`config.mk`:
```
export PLATFORM = sky130hd
export DESIGN_NAME = ts_capture_unit
export DESIGN_NICKNAME = d
export VERILOG_FILES = /design/src/rtl/ts_cap_pkg.sv /design/src/rtl/ts_edge_capture.sv /design/src/rtl/ts_tx_capture.sv /design/src/rtl/ts_cause_reg.sv /design/src/rtl/ts_capture_unit.sv
export SDC_FILE = /design/constraint.sdc
export NUM_CORES = 1
export LEC_CHECK = 0
export ABC_AREA = 1
export BUFFER_PORTS_ARGS = -buffer_cell sky130_fd_sc_hd__buf_2
export CORE_ASPECT_RATIO = 0.5
export CORE_UTILIZATION = 50
export DETAILED_ROUTE_END_ITERATION = 16
export HOLD_SLACK_MARGIN = 0.02
export PLACE_DENSITY = 0.73
export SKIP_LAST_GASP = 1
export SLEW_MARGIN = 30
export SYNTH_ARGS = -nofsm -noshare
export SYNTH_HDL_FRONTEND = slang
export SYNTH_HIERARCHICAL = 1
export SYNTH_SLANG_ARGS = --single-unit
```
`constraint.sdc`:
```
create_clock -name clk -period 1.2 [get_ports clk]
set_input_delay 0.12 -clock clk [delete_from_list [all_inputs] [get_ports clk]]
set_output_delay 0.12 -clock clk [all_outputs]
set_load 0.01 [all_outputs]
```
`src/rtl/ts_cap_pkg.sv`:
```
package ts_cap_pkg;
  localparam int NUM_CAUSE = 8;
  localparam int NUM_AUX   = 2;
  localparam int ADR_W     = 4;

  localparam int C_WRAP = 0;
  localparam int C_TX   = 1;
  localparam int C_RX   = 2;
  localparam int C_TGT0 = 3;
  localparam int C_TGT1 = 4;
  localparam int C_AUX0 = 5;
  localparam int C_AUX1 = 6;
  localparam int C_ADJ  = 7;

  localparam logic [ADR_W-1:0] ADR_CAUSE    = 4'd0;
  localparam logic [ADR_W-1:0] ADR_MASK     = 4'd1;
  localparam logic [ADR_W-1:0] ADR_TXCTL    = 4'd2;
  localparam logic [ADR_W-1:0] ADR_TX_NS    = 4'd3;
  localparam logic [ADR_W-1:0] ADR_TX_SEC   = 4'd4;
  localparam logic [ADR_W-1:0] ADR_AUX_BASE = 4'd5;
  localparam logic [ADR_W-1:0] ADR_CAPCTL   = 4'd9;
endpackage

```
`src/rtl/ts_edge_capture.sv`:
```
module ts_edge_capture #(
  parameter int NS_W        = 30,
  parameter int SEC_W       = 32,
  parameter int SYNC_STAGES = 2
) (
  input  logic             clk,
  input  logic             rst_n,
  input  logic             pin,
  input  logic             enable,
  input  logic             rearm,
  input  logic [NS_W-1:0]  cur_ns,
  input  logic [SEC_W-1:0] cur_sec,
  output logic             cap_pulse,
  output logic [NS_W-1:0]  cap_ns,
  output logic [SEC_W-1:0] cap_sec
);
  localparam int LAST = SYNC_STAGES - 1;

  logic [SYNC_STAGES-1:0] sync_q;
  logic                   prev_q;
  logic                   held_q;
  logic                   rise;

  always_ff @(posedge clk) begin
    if (!rst_n) begin
      sync_q <= '0;
      prev_q <= 1'b0;
    end else begin
      sync_q <= {sync_q[SYNC_STAGES-2:0], pin};
      prev_q <= sync_q[LAST];
    end
  end

  assign rise      = sync_q[LAST] & ~prev_q;
  assign cap_pulse = rise & enable & ~held_q;

  always_ff @(posedge clk) begin
    if (!rst_n) begin
      held_q  <= 1'b0;
      cap_ns  <= '0;
      cap_sec <= '0;
    end else if (cap_pulse) begin
      held_q  <= 1'b1;
      cap_ns  <= cur_ns;
      cap_sec <= cur_sec;
    end else if (rearm) begin
      held_q  <= 1'b0;
    end
  end
endmodule

```
`src/rtl/ts_tx_capture.sv`:
```
module ts_tx_capture #(
  parameter int NS_W  = 30,
  parameter int SEC_W = 32
) (
  input  logic             clk,
  input  logic             rst_n,
  input  logic             tx_start,
  input  logic             rd_high,
  input  logic [NS_W-1:0]  cur_ns,
  input  logic [SEC_W-1:0] cur_sec,
  output logic             cap_pulse,
  output logic             valid,
  output logic [NS_W-1:0]  cap_ns,
  output logic [SEC_W-1:0] cap_sec
);
  assign cap_pulse = tx_start & ~valid;

  always_ff @(posedge clk) begin
    if (!rst_n) begin
      valid   <= 1'b0;
      cap_ns  <= '0;
      cap_sec <= '0;
    end else if (cap_pulse) begin
      valid   <= 1'b1;
      cap_ns  <= cur_ns;
      cap_sec <= cur_sec;
    end else if (rd_high) begin
      valid   <= 1'b0;
    end
  end
endmodule

```
`src/rtl/ts_cause_reg.sv`:
```
module ts_cause_reg #(
  parameter int N = 8
) (
  input  logic         clk,
  input  logic         rst_n,
  input  logic [N-1:0] set_vec,
  input  logic [N-1:0] clr_vec,
  input  logic         mask_we,
  input  logic [N-1:0] mask_wdata,
  output logic [N-1:0] cause_q,
  output logic [N-1:0] mask_q,
  output logic         irq
);
  always_ff @(posedge clk) begin
    if (!rst_n) begin
      cause_q <= '0;
      mask_q  <= '0;
    end else begin
      cause_q <= (cause_q & ~clr_vec) | set_vec;
      if (mask_we) mask_q <= mask_wdata;
    end
  end

  assign irq = |(cause_q & mask_q);
endmodule

```
`src/rtl/ts_capture_unit.sv`:
```
module ts_capture_unit
  import ts_cap_pkg::*;
#(
  parameter int NS_W        = 30,
  parameter int SEC_W       = 32,
  parameter int DATA_W      = 32,
  parameter int SYNC_STAGES = 2
) (
  input  logic              clk,
  input  logic              rst_n,
  input  logic [NS_W-1:0]   cur_ns,
  input  logic [SEC_W-1:0]  cur_sec,
  input  logic [1:0]        aux_pin,
  input  logic              tx_start,
  input  logic              ev_wrap,
  input  logic              ev_rx,
  input  logic [1:0]        ev_target,
  input  logic              ev_adj,
  input  logic              reg_wr,
  input  logic              reg_rd,
  input  logic [3:0]        reg_addr,
  input  logic [DATA_W-1:0] reg_wdata,
  output logic [DATA_W-1:0] reg_rdata,
  output logic              irq
);
  logic [NUM_CAUSE-1:0] set_vec, clr_vec, cause_q, mask_q;
  logic [NUM_AUX-1:0]   capctl_q;
  logic [NUM_AUX-1:0]   aux_cap;
  logic [NS_W-1:0]      aux_ns  [NUM_AUX];
  logic [SEC_W-1:0]     aux_sec [NUM_AUX];
  logic                 tx_cap, tx_valid, tx_rd_high;
  logic [NS_W-1:0]      tx_ns;
  logic [SEC_W-1:0]     tx_sec;
  logic [DATA_W-1:0]    tx_sec_w;
  logic [DATA_W-1:0]    rd_mux;
  logic                 wr_cause;
  logic                 unused_wdata;

  assign unused_wdata = ^reg_wdata[DATA_W-1:NUM_CAUSE];
  assign wr_cause     = reg_wr && (reg_addr == ADR_CAUSE);
  assign clr_vec      = wr_cause ? reg_wdata[NUM_CAUSE-1:0] : '0;
  assign tx_rd_high   = reg_rd && (reg_addr == ADR_TX_SEC);
  assign tx_sec_w     = DATA_W'(tx_sec);

  always_ff @(posedge clk) begin
    if (!rst_n)                                capctl_q <= '0;
    else if (reg_wr && reg_addr == ADR_CAPCTL) capctl_q <= reg_wdata[NUM_AUX-1:0];
  end

  for (genvar i = 0; i < NUM_AUX; i++) begin : g_aux
    localparam logic [ADR_W-1:0] SEC_ADR = ADR_W'(ADR_AUX_BASE + 2*i + 1);
    ts_edge_capture #(
      .NS_W(NS_W), .SEC_W(SEC_W), .SYNC_STAGES(SYNC_STAGES)
    ) i_aux (
      .clk       (clk),
      .rst_n     (rst_n),
      .pin       (aux_pin[i]),
      .enable    (capctl_q[i]),
      .rearm     (reg_rd && (reg_addr == SEC_ADR)),
      .cur_ns    (cur_ns),
      .cur_sec   (cur_sec),
      .cap_pulse (aux_cap[i]),
      .cap_ns    (aux_ns[i]),
      .cap_sec   (aux_sec[i])
    );
  end

  ts_tx_capture #(.NS_W(NS_W), .SEC_W(SEC_W)) i_tx (
    .clk       (clk),
    .rst_n     (rst_n),
    .tx_start  (tx_start),
    .rd_high   (tx_rd_high),
    .cur_ns    (cur_ns),
    .cur_sec   (cur_sec),
    .cap_pulse (tx_cap),
    .valid     (tx_valid),
    .cap_ns    (tx_ns),
    .cap_sec   (tx_sec)
  );

  always_comb begin
    set_vec         = '0;
    set_vec[C_WRAP] = ev_wrap;
    set_vec[C_TX]   = tx_cap;
    set_vec[C_RX]   = ev_rx;
    set_vec[C_TGT0] = ev_target[0];
    set_vec[C_TGT1] = ev_target[1];
    set_vec[C_ADJ]  = ev_adj;
    for (int i = 0; i < NUM_AUX; i++) set_vec[C_AUX0+i] = aux_cap[i];
  end

  ts_cause_reg #(.N(NUM_CAUSE)) i_cause (
    .clk        (clk),
    .rst_n      (rst_n),
    .set_vec    (set_vec),
    .clr_vec    (clr_vec),
    .mask_we    (reg_wr && (reg_addr == ADR_MASK)),
    .mask_wdata (reg_wdata[NUM_CAUSE-1:0]),
    .cause_q    (cause_q),
    .mask_q     (mask_q),
    .irq        (irq)
  );

  always_comb begin
    rd_mux = '0;
    case (reg_addr)
      ADR_CAUSE:  rd_mux = DATA_W'(cause_q);
      ADR_MASK:   rd_mux = DATA_W'(mask_q);
      ADR_TXCTL:  rd_mux = DATA_W'(tx_valid);
      ADR_TX_NS:  rd_mux = DATA_W'(tx_ns);
      ADR_TX_SEC: rd_mux = tx_sec_w;
      ADR_CAPCTL: rd_mux = DATA_W'(capctl_q);
      default:    rd_mux = '0;
    endcase
    for (int i = 0; i < NUM_AUX; i++) begin
      if (reg_addr == ADR_W'(ADR_AUX_BASE + 2*i))     rd_mux = DATA_W'(aux_ns[i]);
      if (reg_addr == ADR_W'(ADR_AUX_BASE + 2*i + 1)) rd_mux = DATA_W'(aux_sec[i]);
    end
  end

  always_ff @(posedge clk) begin
    if (!rst_n)      reg_rdata <= '0;
    else if (reg_rd) reg_rdata <= rd_mux;
  end
endmodule

```
Word level (Yosys, flattened, before mapping)

Cells that the tools add are included.

Logic and storage cells: 65
Output and inout port bits: 33
Input bits: 110
Register bits after elaboration: 245

Reductions and logical operators: 11
Muxes and demuxes: 12
Equality and inequality tests: 9
Bitwise operators: 16

Operator list:

| cell                                           | count |
|---|---|
| case mux 32 bit (6 select lines)               | 1 |
| two-way mux 32 bit                             | 4 |
| AND 8 bit                                      | 2 |
| == test 4 x 3 -> 1 bit (second input constant) | 4 |
| == test 4 x 2 -> 1 bit (second input constant) | 2 |
| == test 4 bit (second input constant)          | 2 |
| two-way mux 8 bit                              | 1 |
| inverter 8 bit                                 | 1 |
| OR 8 bit                                       | 1 |
| OR reduction 8 bit                             | 1 |
| AND 1 bit                                      | 7 |
| logical AND 1 bit                              | 6 |
| two-way mux 1 bit                              | 6 |
| nonzero test 2 bit                             | 3 |
| inverter 1 bit                                 | 5 |
| == test 4 x 1 -> 1 bit (second input constant) | 1 |
| logical NOT 4 bit                              | 1 |

Depth between registers and ports, before layout

Gate-level depths: netlist of run 1.

Word-level depth: 6
Gate-level depth with buffers: 10
Depth with buffers taken out: 9

Modules after synthesis

The synthesis of run 1 kept the hierarchy.

By module, submodules not included:

| module          | area each (um2) | sequential area each (um2) | cells an instance | times used |
|---|---|---|---|---|
| ts_edge_capture | 2870.3          | 1321.3                     | 423               | 2 |
| ts_tx_capture   | 2707.6          | 1261.2                     | 406               | 1 |
| ts_capture_unit | 2681.3          | 680.7                      | 485               | 1 |
| ts_cause_reg    | 584.3           | 320.3                      | 81                | 1 |

Least setup slack after synthesis of run 1

No wires, ideal clock.

Path type: input to register
From: in reg_addr[3]
To: reg i_cause.cause_q[0]
Path slack: 0.073 ns
Arrival: 1.013 ns
Setup time: 0.115 ns
Required time: 1.085 ns
Stages on the path: 8
Buffers on the path: 0
Cells stage by stage: inv_1 > nand2_1 > nor2_2 > nand2_1 > nor2_1 > inv_1 > a21oi_1 > nor2_1

Word-level cells in the longest chain between the ends: 6

Ends and longest elaborated chain:

| element              | RTL line              | text |
|---|---|---|
| start, declared      | ts_capture_unit.sv:21 | `input logic [3:0] reg_addr,` |
| logical NOT 4 bit    | ts_capture_unit.sv:40 | `assign wr_cause = reg_wr && (reg_addr == ADR_CAUSE);` |
| logical AND 1 bit    | ts_capture_unit.sv:40 |  |
| two-way mux 8 bit    | ts_capture_unit.sv:41 | `assign clr_vec = wr_cause ? reg_wdata[NUM_CAUSE-1:0] : '0;` |
| named net clr_vec[0] | ts_capture_unit.sv:26 | `logic [NUM_CAUSE-1:0] set_vec, clr_vec, cause_q, mask_q;` |
| inverter 8 bit       | ts_cause_reg.sv:19    | `cause_q <= (cause_q & ~clr_vec) \| set_vec;` |
| AND 8 bit            | ts_cause_reg.sv:19    |  |
| OR 8 bit             | ts_cause_reg.sv:19    |  |
| end signal, assigned | ts_cause_reg.sv:19    |  |
| end, declared        | ts_cause_reg.sv:10    | `output logic [N-1:0] cause_q,` |

The timed path passes the listed nets, and every way through them passes these cells.
A chain may end at the register's enable or synchronous reset.

Worst setup path after layout of run 1

From: reg i_cause.cause_q[7]
To: out irq

Word-level cells in the longest chain between the ends: 2

Ends and longest elaborated chain:

| element            | RTL line              | text |
|---|---|---|
| AND 8 bit          | ts_cause_reg.sv:24    | `assign irq = \|(cause_q & mask_q);` |
| OR reduction 8 bit | ts_cause_reg.sv:24    |  |
| end, declared      | ts_capture_unit.sv:24 | `output logic irq` |

No other way between the ends.

==> metrics, run 1 <==
Synth async-reset ratio=0%; gpl congestion=0.911; horizontal die dimension=218 um; number of levels in the clock H-tree=1; number of buffers created by CTS=22; RSZ-0062 raised after global routing=true; Die Footprint=24100 um^2; Yosys cell types=24; startpoint type of the worst setup path=flip-flop; via count of the first global-routing pass=10987; overflow left after global routing=0; result of the run=complete, but fails checks; global-route wire length before repair=57700 um; simple-gate share of the synthesized area=33.6%; placed wire-length estimate after detailed placement=21700 um; latest clock arrival within the worst-skew pair=0.53 ns; number of vias per cell after detailed routing=5.50; time the worst path needs with I/O delays and setup=1.40 ns; IR Drop Worst-Case VDD=0.00118 V; initial cell density of the core=51.2%; # fillers=1755; largest family of logic cells by synthesized area=simple AND/OR/NAND/NOR gates; required time of the critical path=1.08 ns; drt total wl=44800 um; average wire length per cell after detail routing=18.7 um; sink count of the clock tree=245; number of setup violations in the final report=50; number of warnings printed during yosys synthesis=6; static leakage=7.85 nW; clock transition at the registers of the reported paths=0.07 ns; synthesized area=11700 um^2; via count=13183; flip-flop and latch count after synthesis=245; residual antenna-violating net count after detailed routing=0; Clock Skew=0.00817 ns; post-synthesis to final-layout area growth=41.2%; number of cells on the worst reg-to-reg path=7; power density relative to cell area=1170 nW/um^2; cell row count=39; core area=22900 um^2; largest area contributor in the netlist=sky130_fd_sc_hd__dfxtp_1; largest net degree at the start of global routing=64; Post-Place Cells=2202; register area share after synthesis=41.9%; start point of the critical path=i_cause/cause_q[7]; synthesized netlist net count=1928; most common library cell in the layout ignoring fill and taps=sky130_fd_sc_hd__nand2_1; prevailing post-synth register cell=sky130_fd_sc_hd__dfxtp_1; capturing element of the worst setup path=irq; clock buffer depth=3; top library cells by usage in the layout, fill and taps aside=sky130_fd_sc_hd__nand2_1 (348), sky130_fd_sc_hd__nor2_1 (334), sky130_fd_sc_hd__inv_1 (245), sky130_fd_sc_hd__dfxtp_1 (225), sky130_fd_sc_hd__nand3_1 (177); count of TritonRoute iterations in the first routing pass=5; Slew HR=37.6%; synthesized area per cell=6.44 um^2; post-synthesis share of cell area spent on full adders, half adders and majority gates=0%; initial antenna violation count=1; share of the synthesized area in the top cell type=41.9%; Clk Tree Root Cell=sky130_fd_sc_hd__clkbuf_16; class of the tightest hold or removal check=input pin to flip-flop; Crit. End Element=output port; Slew Viols, Final=0; TNS Setup=-1.17 ns; Util after Layout=72.3%; register-to-register setup slack=-0.07 ns; I/O pin count=143; share of the synthesized area in compound gates (AO/OA/AOI/OAI)=11.0%; capture point of the worst reg-to-reg path=g_aux[0].i_aux/cap_sec[12]; TritonCTS clock tree=built; Overall Power=19.3 mW; Setup CP Type=flip-flop to output port; number of nets in the final layout=2180; GRT Overall Usage=30.5%; xor/xnor cell area share of the yosys netlist=0%; violated checks=negative setup slack; worst endpoint data arrival time=1.28 ns; number of standard cells in the layout, taps in and fillers out=2395; number of I/O port buffers=118; layout cell share with drive strength beyond 1=21.7%; startpoint of the lowest-slack register-to-register path=g_aux[0].i_aux/prev_q; Post-synth EDFFs=0; Remaining DRCs=0; Initial DRC Count=1595; most area-consuming cells after synthesis=sky130_fd_sc_hd__dfxtp_1 (42%), sky130_fd_sc_hd__nand2_1 (12%), sky130_fd_sc_hd__nor2_1 (11%); worst slack, placed=-0.252 ns; smallest setup slack after layout=-0.203 ns; Hold Violations, Final=0; Least-Margin Pin Slew=0.935 ns; fmax=0.713 GHz; multiplexer area fraction after synthesis=0%; Max-cap violations=0; die height=110 um; top fanout value on the critical path=2; synthesized netlist cell count=1818; Final period util=117%
[flip-flops by register name, summed over array words and instances (netlist names)]
| register | flops |
|---|---|
| g_aux.i_aux/cap_sec | 64 |
| g_aux.i_aux/cap_ns | 60 |
| i_tx/cap_sec | 32 |
| reg_rdata | 32 |
| i_tx/cap_ns | 30 |
| i_cause/cause_q | 8 |
| i_cause/mask_q | 8 |
| g_aux.i_aux/sync_q | 4 |
| capctl_q | 2 |
| g_aux.i_aux/held_q | 2 |
| g_aux.i_aux/prev_q | 2 |
| i_tx/valid | 1 |
[layer usage]
layer / global-route usage, % / vias to the layer above / wire [um]
li1: - / 6200 / -
met1: 40.2 / 5998 / 18100
met2: 51.4 / 833 / 19400
met3: 4.94 / 152 / 5600
met4: 9.49 / 0 / 1770
met5: 0 / - / 0
[area by class of cell]
| type | instances | area [um^2] | area share (%) |
|---|---|---|---|
| Multi-Input combinational cell | 1203 | 5820 | 35.2 |
| Sequential cell | 245 | 4940 | 29.9 |
| Timing Repair Buffer | 342 | 3600 | 21.8 |
| Inverter | 254 | 981 | 5.93 |
| Clock buffer | 30 | 642 | 3.88 |
| Tap cell | 307 | 384 | 2.32 |
| Clock inverter | 10 | 155 | 0.938 |
| Timing Repair inverter | 2 | 15.0 | 0.0908 |
| Antenna cell | 2 | 5.00 | 0.0303 |
[cell families (layout without fill, tap and decap cells)]
group | count (synthesis) | count (layout)
buffers and inverters | 373 | 638
flip-flops | 245 | 245
other | 0 | 2
AND/OR/NAND/NOR | 956 | 959
AO/OA/AOI/OAI | 244 | 244
[worst min-delay path by stage]
stage                     depth (start not counted)  slack, ns                  endpoint  startpoint
after CTS                                         4       0.08             reg_rdata[30]      reg_rd
final                                             4       0.09             reg_rdata[30]      reg_rd
after global routing                              4       0.09             reg_rdata[30]      reg_rd
after floorplan                                   2       0.22  g_aux[0].i_aux/sync_q[0]  aux_pin[0]
after global placement                            3       0.31  g_aux[0].i_aux/sync_q[0]  aux_pin[0]
after detailed placement                          3       0.31  g_aux[0].i_aux/sync_q[0]  aux_pin[0]
[worst max-delay path, cell delays in order, from the launching register on]
cell and delay, ns:
sky130_fd_sc_hd__dfxtp_2 0.33, sky130_fd_sc_hd__nand2_1 0.06, sky130_fd_sc_hd__nand2_1 0.05, sky130_fd_sc_hd__nor2_1 0.12, sky130_fd_sc_hd__nand2_1 0.07, sky130_fd_sc_hd__buf_2 0.14
[repair_timing]
item                       in CTS  in global routing
hold buffers                   79                  0
cloned                          5                 39
setup endpoints to repair     147                148
buffers inserted                7                 21
resized for setup              26                163
hold endpoints to repair      206                  0
pin swaps                       3                 57
[power breakdown]
group	switching, mW	internal [mW]
logic	1.55	1.15
clock network	3.38	4.63
registers	0.180	8.41
total	5.11	14.2
[cells in the mapped netlist, types with 8 or more instances]
cell and n:
sky130_fd_sc_hd__a211oi_1 22, sky130_fd_sc_hd__a21oi_1 178, sky130_fd_sc_hd__buf_1 9, sky130_fd_sc_hd__buf_2 51, sky130_fd_sc_hd__buf_4 16, sky130_fd_sc_hd__buf_6 8, sky130_fd_sc_hd__clkbuf_1 35, sky130_fd_sc_hd__dfxtp_1 245
sky130_fd_sc_hd__inv_1 245, sky130_fd_sc_hd__inv_2 8, sky130_fd_sc_hd__nand2_1 365, sky130_fd_sc_hd__nand3_1 240, sky130_fd_sc_hd__nor2_1 339, sky130_fd_sc_hd__o21ai_0 39
[per-stage QoR]
step                      cell area [um^2]  hold WS, ns
after floorplan                      11700        0.218
after global placement               13000        0.309
after detailed placement             13000        0.310
after CTS                            14800       0.0772
after global routing                 16500       0.0884
final                                16500       0.0927
Note: power is estimated with default switching activity, not from simulation.
==> run 2: changes to the inputs <==
--- a/config.mk
+++ b/config.mk
@@ -5,7 +5,6 @@
 export SDC_FILE = /design/constraint.sdc
 export NUM_CORES = 1
 export LEC_CHECK = 0
-export ABC_AREA = 1
 export BUFFER_PORTS_ARGS = -buffer_cell sky130_fd_sc_hd__buf_2
 export CORE_ASPECT_RATIO = 0.5
 export CORE_UTILIZATION = 50
==> run 2 against run 1 <==
Against the previous run:
- the flow still finishes with violations (negative setup slack)
- sequential cell count unchanged
- total power down 7.6%
- clock skew up 0.0056 ns
- utilization fell by 5.9 points
- register-to-register slack worse by 0.06 ns
- clock power down 10%
==> metrics, run 2 <==
result of the run=complete, but fails checks; violated checks=negative setup slack; die height=109 um; gpl congestion=0.860; Initial DRC Count=867; class of the tightest hold or removal check=input pin to flip-flop; flip-flop and latch count after synthesis=245; horizontal die dimension=216 um; Setup CP Type=flip-flop to output port; synthesized area per cell=8.73 um^2; capture point of the worst reg-to-reg path=g_aux[0].i_aux/cap_sec[12]; power share of the sequential group=47.8%; synthesized netlist cell count=1312; clock transition at the registers of the reported paths=0.07 ns; smallest setup slack after layout=-0.397 ns; cell row count=38; share of the synthesized area in compound gates (AO/OA/AOI/OAI)=11.3%; most area-consuming cells after synthesis=sky130_fd_sc_hd__dfxtp_1 (43%), sky130_fd_sc_hd__mux2i_1 (17%), sky130_fd_sc_hd__nand2_1 (14%); drt total wl=34400 um; Worst Hold Path EP=capctl_q[1]; Yosys cell types=39; Post-Place Cells=1692; static leakage=5.81 nW; switching pwr=4.53 mW; layout cell share with drive strength beyond 1=21.2%; Least-Margin Pin Slew=0.526 ns; share of the synthesized area in the top cell type=42.8%; largest net degree at the start of global routing=70; Synth async-reset ratio=0%; number of standard cells in the layout, taps in and fillers out=1842; startpoint of the lowest-slack register-to-register path=g_aux[0].i_aux/prev_q; post-synthesis to final-layout area growth=27.9%; sink count of the clock tree=245; RSZ-0062 raised after global routing=true; number of setup violations in the final report=99; Slew Viols, Final=0; IR Drop Worst-Case VDD=0.000728 V; time the worst path needs with I/O delays and setup=1.60 ns; Crit. End Element=output port; Die Footprint=23500 um^2; count of TritonRoute iterations in the first routing pass=5; combinational power share=11.8%; internal power summed over all cells=13.3 mW; post-synthesis share of cell area spent on full adders, half adders and majority gates=0%; multiplexer area fraction after synthesis=18.1%; number of I/O port buffers=118; cell with the most instances after synthesis=sky130_fd_sc_hd__nand2_1; register area share after synthesis=42.8%; Reg with most FFs=g_aux.i_aux/cap_sec; number of buffers created by CTS=22; Slew HR=64.9%; Util after Layout=66.4%; largest area contributor in the netlist=sky130_fd_sc_hd__dfxtp_1; number of nets in the final layout=1635; I/O pin count=143; register-to-register setup slack=-0.13 ns; number of cells on the worst reg-to-reg path=4; clock buffer depth=3; prevailing post-synth register cell=sky130_fd_sc_hd__dfxtp_1; Final period util=133%; via count of the first global-routing pass=10077; initial antenna violation count=1; via count=10388; largest family of logic cells by synthesized area=simple AND/OR/NAND/NOR gates; placed wire-length estimate after detailed placement=20200 um; commonest cells in the netlist=sky130_fd_sc_hd__nand2_1 (436), sky130_fd_sc_hd__dfxtp_1 (245), sky130_fd_sc_hd__mux2i_1 (199); required time of the critical path=1.08 ns; xor/xnor cell area share of the yosys netlist=0%; largest registers ranked by flip-flop count=g_aux.i_aux/cap_sec: 64 flops, g_aux.i_aux/cap_ns: 60 flops; number of vias per cell after detailed routing=5.64; number of levels in the clock H-tree=1; Overall Power=17.8 mW; top fanout value on the critical path=2; Post-synth EDFFs=0; Clock Skew=0.0137 ns; Max-cap violations=0; max FFs per register=64; simple-gate share of the synthesized area=20.3%; fmax=0.626 GHz; Remaining DRCs=0; residual antenna-violating net count after detailed routing=0; net switching share of the total power=25.4%; latest clock arrival within the worst-skew pair=0.53 ns; top library cells by usage in the layout, fill and taps aside=sky130_fd_sc_hd__nand2_1 (434), sky130_fd_sc_hd__dfxtp_1 (231), sky130_fd_sc_hd__mux2i_1 (191), sky130_fd_sc_hd__buf_2 (117), sky130_fd_sc_hd__dlygate4sd3_1 (79); startpoint type of the worst setup path=flip-flop; global-route wire length before repair=52300 um; Clk Tree Root Cell=sky130_fd_sc_hd__clkbuf_16; worst slack, placed=-0.350 ns; average wire length per cell after detail routing=18.7 um; synthesized netlist net count=1422; clock power share=40.4%; core area=22100 um^2; # fillers=1703; synthesized area=11400 um^2; launch instance of the worst min-delay path=reg_wr; most common library cell in the layout ignoring fill and taps=sky130_fd_sc_hd__nand2_1; number of warnings printed during yosys synthesis=6; GRT Overall Usage=28.0%; initial cell density of the core=51.9%; worst endpoint data arrival time=1.48 ns; Hold Violations, Final=0; overflow left after global routing=0; TritonCTS clock tree=built; number of instances on the worst hold path=4; power density relative to cell area=1220 nW/um^2
## run 2: cell types whose count changed after synthesis, sizes merged, moves of 21 or more
| cell | before | now |
|---|---|---|
| o221ai | 0 | 22 |
| nor2 | 346 | 38 |
| mux2i | 0 | 199 |
| inv | 254 | 5 |
| buf | 84 | 63 |
| nor2b | 0 | 46 |
| nand2 | 366 | 436 |
| nand3 | 240 | 0 |
| a21oi | 178 | 69 |
| o221a | 0 | 22 |
| a211oi | 22 | 1 |
## run 2: cells by family (layout without fill, tap and decap cells)
kind of cell | Yosys count | in the layout
simple gates | 552 | 553
flops | 245 | 245
mux | 206 | 206
compound gates | 195 | 195
buf+inv | 114 | 341
other cells | 0 | 2
## run 2: per-layer routing
layer  track usage (%)  routed length [um]
met1              36.3               14500
met2              48.1               16400
met3              4.55                2860
met4              9.21                 634
met5                 0                   0
## run 2: cell type report
type	instances	area, um^2	area share [%]
sequential	245	4920	33.6
multi-input combinational	954	5860	40.0
timing repair buffer	297	2740	18.7
inverter	5	18.8	0.128
antenna	2	5.00	0.0342
clock buffer	29	637	4.35
tap	300	375	2.56
clock inverter	10	95.1	0.649
## run 2: what timing repair did
item	in CTS	in global routing
buffers inserted	17	10
pin swaps	6	16
endpoints found under the hold margin	206	0
setup endpoints to repair	126	148
cloned	13	4
hold buffers	79	0
gates resized for setup	52	39
## run 2: worst max-delay path by stage
stage	end	cells past startpoint	start	slack [ns]
floorplan	reg_rdata[14]	7	reg_addr[0]	-0.13
finish	irq	4	i_cause/mask_q[3]	-0.40
global route	irq	4	i_cause/mask_q[1]	-0.45
CTS	irq	4	i_cause/mask_q[3]	-0.36
global placement	reg_rdata[29]	7	reg_addr[2]	-0.28
detailed placement	reg_rdata[9]	7	reg_addr[2]	-0.35
## run 2: power groups by stage
stage / sequential (mW) / combinational [mW] / clock [mW]
3_3_place_gp: 8.68 / 1.67 / 0
6_report: 8.52 / 2.11 / 7.21
3_5_place_dp: 8.69 / 1.73 / 0
4_1_cts: 8.51 / 1.95 / 7.26
5_1_grt: 8.53 / 2.25 / 7.61
2_1_floorplan: 8.67 / 1.07 / 0
## run 2: worst max-delay path, cell delays in order (launching register included)
cell and delay (ns):
sky130_fd_sc_hd__dfxtp_2 0.32, sky130_fd_sc_hd__buf_4 0.13, sky130_fd_sc_hd__a22oi_2 0.17, sky130_fd_sc_hd__nand4_1 0.15
sky130_fd_sc_hd__buf_2 0.17
## run 2: through the flow
step | hold slack, ns | TNS [ns] | instance area, um^2
after floorplan | 0.244 | -3.08 | 11500
after global placement | 0.329 | -10.59 | 12500
after detailed placement | 0.334 | -14.88 | 12500
after CTS | 0.120 | -7.97 | 14600
after global routing | 0.129 | -8.93 | 14600
final | 0.119 | -4.25 | 14600
==> run 3: changes to the inputs <==
--- a/config.mk
+++ b/config.mk
@@ -10,7 +10,7 @@
 export CORE_UTILIZATION = 50
 export DETAILED_ROUTE_END_ITERATION = 16
 export HOLD_SLACK_MARGIN = 0.02
-export PLACE_DENSITY = 0.73
+export PLACE_DENSITY_LB_ADDON = 0.25
 export SKIP_LAST_GASP = 1
 export SLEW_MARGIN = 30
 export SYNTH_ARGS = -nofsm -noshare
==> run 3 against run 2 <==
Against the previous run:
- the run still ends with negative setup slack left
- clock skew decreased by 0.0055 ns
- total power up 2.8%
- combinational power is essentially flat
- sequential cell count did not move
- utilization grew 1.1 points
- setup slack improved by 0.045 ns
- routed wire length increased by 0.99%
- worst hold slack got worse by 0.00052 ns
- non-clock buffer count up 11
- first-iteration DRC count down 4.0%
- sequential share of layout area shrank 0.57 points
- critical path depth unchanged
==> metrics, run 3 (synthesis gave the netlist of run 2 again) <==
result of the run=complete, but fails checks; violated checks=negative setup slack; Least-Margin Pin Slew=0.365 ns; worst hold-check slack=0.118 ns; latest clock arrival within the worst-skew pair=0.54 ns; max FFs per register=64; average wire length per cell after detail routing=18.7 um; sink count of the clock tree=245; die height=109 um; TritonCTS clock tree=built; layout cell share with drive strength beyond 1=20.9%; Remaining DRCs=0; number of nets in the final layout=1647; drt total wl=34700 um; fmax=0.644 GHz; I/O pin count=143; class of the tightest hold or removal check=input pin to flip-flop; RSZ-0062 raised after global routing=true; Final period util=129%; Reg with most FFs=g_aux.i_aux/cap_sec; placed wire-length estimate after detailed placement=20400 um; number of buffers created by CTS=23; top fanout value on the critical path=2; # fillers=1698; residual antenna-violating net count after detailed routing=0; count of TritonRoute iterations in the first routing pass=7; IR Drop Worst-Case VDD=0.000825 V; Max-cap violations=0; GRT Overall Usage=29.3%; Clock Skew=0.00828 ns; post-route cell area=14900 um^2; initial cell density of the core=51.9%; Overall Power=18.3 mW; Post-Place Cells=1705; via count=10294; Die Footprint=23500 um^2; initial antenna violation count=0; power density relative to cell area=1230 nW/um^2; Placed Area=12700 um^2; Initial DRC Count=832; required time of the critical path=1.08 ns; number of levels in the clock H-tree=1; worst endpoint data arrival time=1.43 ns; core area=22100 um^2; Setup CP Type=flip-flop to output port; most common library cell in the layout ignoring fill and taps=sky130_fd_sc_hd__nand2_1; global-route wire length before repair=54000 um; overflow left after global routing=0; Slew HR=75.7%; static leakage=5.92 nW; final antenna diode count=0; via count of the first global-routing pass=10089; top library cells by usage in the layout, fill and taps aside=sky130_fd_sc_hd__nand2_1 (434), sky130_fd_sc_hd__dfxtp_1 (234), sky130_fd_sc_hd__mux2i_1 (193), sky130_fd_sc_hd__buf_2 (117), sky130_fd_sc_hd__dlygate4sd3_1 (80); horizontal die dimension=216 um; clock buffer depth=3; Crit. End Element=output port; clock transition at the registers of the reported paths=0.06 ns; startpoint type of the worst setup path=flip-flop; Hold Violations, Final=0; smallest setup slack after layout=-0.352 ns; Slew Viols, Final=0; largest registers ranked by flip-flop count=g_aux.i_aux/cap_sec: 64 flops, g_aux.i_aux/cap_ns: 60 flops; cell row count=38; gpl congestion=0.836; number of standard cells in the layout, taps in and fillers out=1853; number of setup violations in the final report=110; number of vias per cell after detailed routing=5.56; number of I/O port buffers=118; time the worst path needs with I/O delays and setup=1.55 ns; largest net degree at the start of global routing=57; post-synthesis to final-layout area growth=30.0%; Clk Tree Root Cell=sky130_fd_sc_hd__clkbuf_16
[run 3: changes by cell type in the layout (fill, tap and decap cells not counted), sizes merged]
cell / before / now
buf: 214 / 227
bufinv: 1 / 3
clkbuf: 33 / 32
clkinv: 7 / 4
diode: 2 / 0
dlygate4sd3: 79 / 80
inv: 5 / 6
[run 3: per-layer routing]
metal	track usage [%]	wire length [um]	part of all wire, %
met1	38.8	15100	44
met2	49.7	16300	47
met3	4.99	2610	7.5
met4	7.90	692	2.0
met5	0	0	0
[run 3: area by class of cell]
| class | count | area, um^2 | area share (%) |
|---|---|---|---|
| inverter | 5 | 18.8 | 0.126 |
| clock buffer | 31 | 646 | 4.34 |
| tap | 300 | 375 | 2.52 |
| clock inverter | 10 | 134 | 0.899 |
| timing repair buffer | 308 | 2970 | 20.0 |
| sequential | 245 | 4920 | 33.0 |
| multi-input combinational | 954 | 5820 | 39.1 |
[run 3: where the power goes]
group,internal (mW),leakage (nW),switching [mW]
Sequential,8.37,2.00,0.150
Clock,4.43,0.380,3.29
Combinational,0.987,3.54,1.12
Total,13.8,5.92,4.55
[run 3: through the flow]
step                setup TNS, ns  worst slack [ns]  utilization, %
detailed placement         -19.03            -0.388            57.5
finish                      -9.36            -0.352            67.5
floorplan                   -3.08            -0.131               -
CTS                         -6.94            -0.353            67.3
global placement           -15.44            -0.374            57.5
global route               -13.37            -0.381            67.5
[run 3: critical path, cell delays in order (launching register included)]
cell and delay [ns]:
sky130_fd_sc_hd__dfxtp_1 0.31, sky130_fd_sc_hd__buf_4 0.13, sky130_fd_sc_hd__a22oi_1 0.17, sky130_fd_sc_hd__nand4_1 0.13, sky130_fd_sc_hd__buf_2 0.16
[run 3: worst paths after layout]
kind                            depth (start not counted)  slack, ns                startpoint                   endpoint
worst max-delay path                                    4      -0.35         i_cause/mask_q[5]                        irq
worst max register to register                          5      -0.16     g_aux[1].i_aux/prev_q  g_aux[1].i_aux/cap_ns[19]
worst min-delay path                                    4       0.12                    reg_wr                capctl_q[0]
worst min register to register                          1       0.44  g_aux[0].i_aux/sync_q[0]   g_aux[0].i_aux/sync_q[1]
[run 3: timing repair]
item | 4_1_cts | 5_1_grt
cloned | 13 | 1
hold buffers | 80 | 0
setup buffers | 13 | 8
pin swaps | 6 | 8
endpoints found under the hold margin | 209 | 0
resized for setup | 29 | 39
setup endpoints to repair | 162 | 139
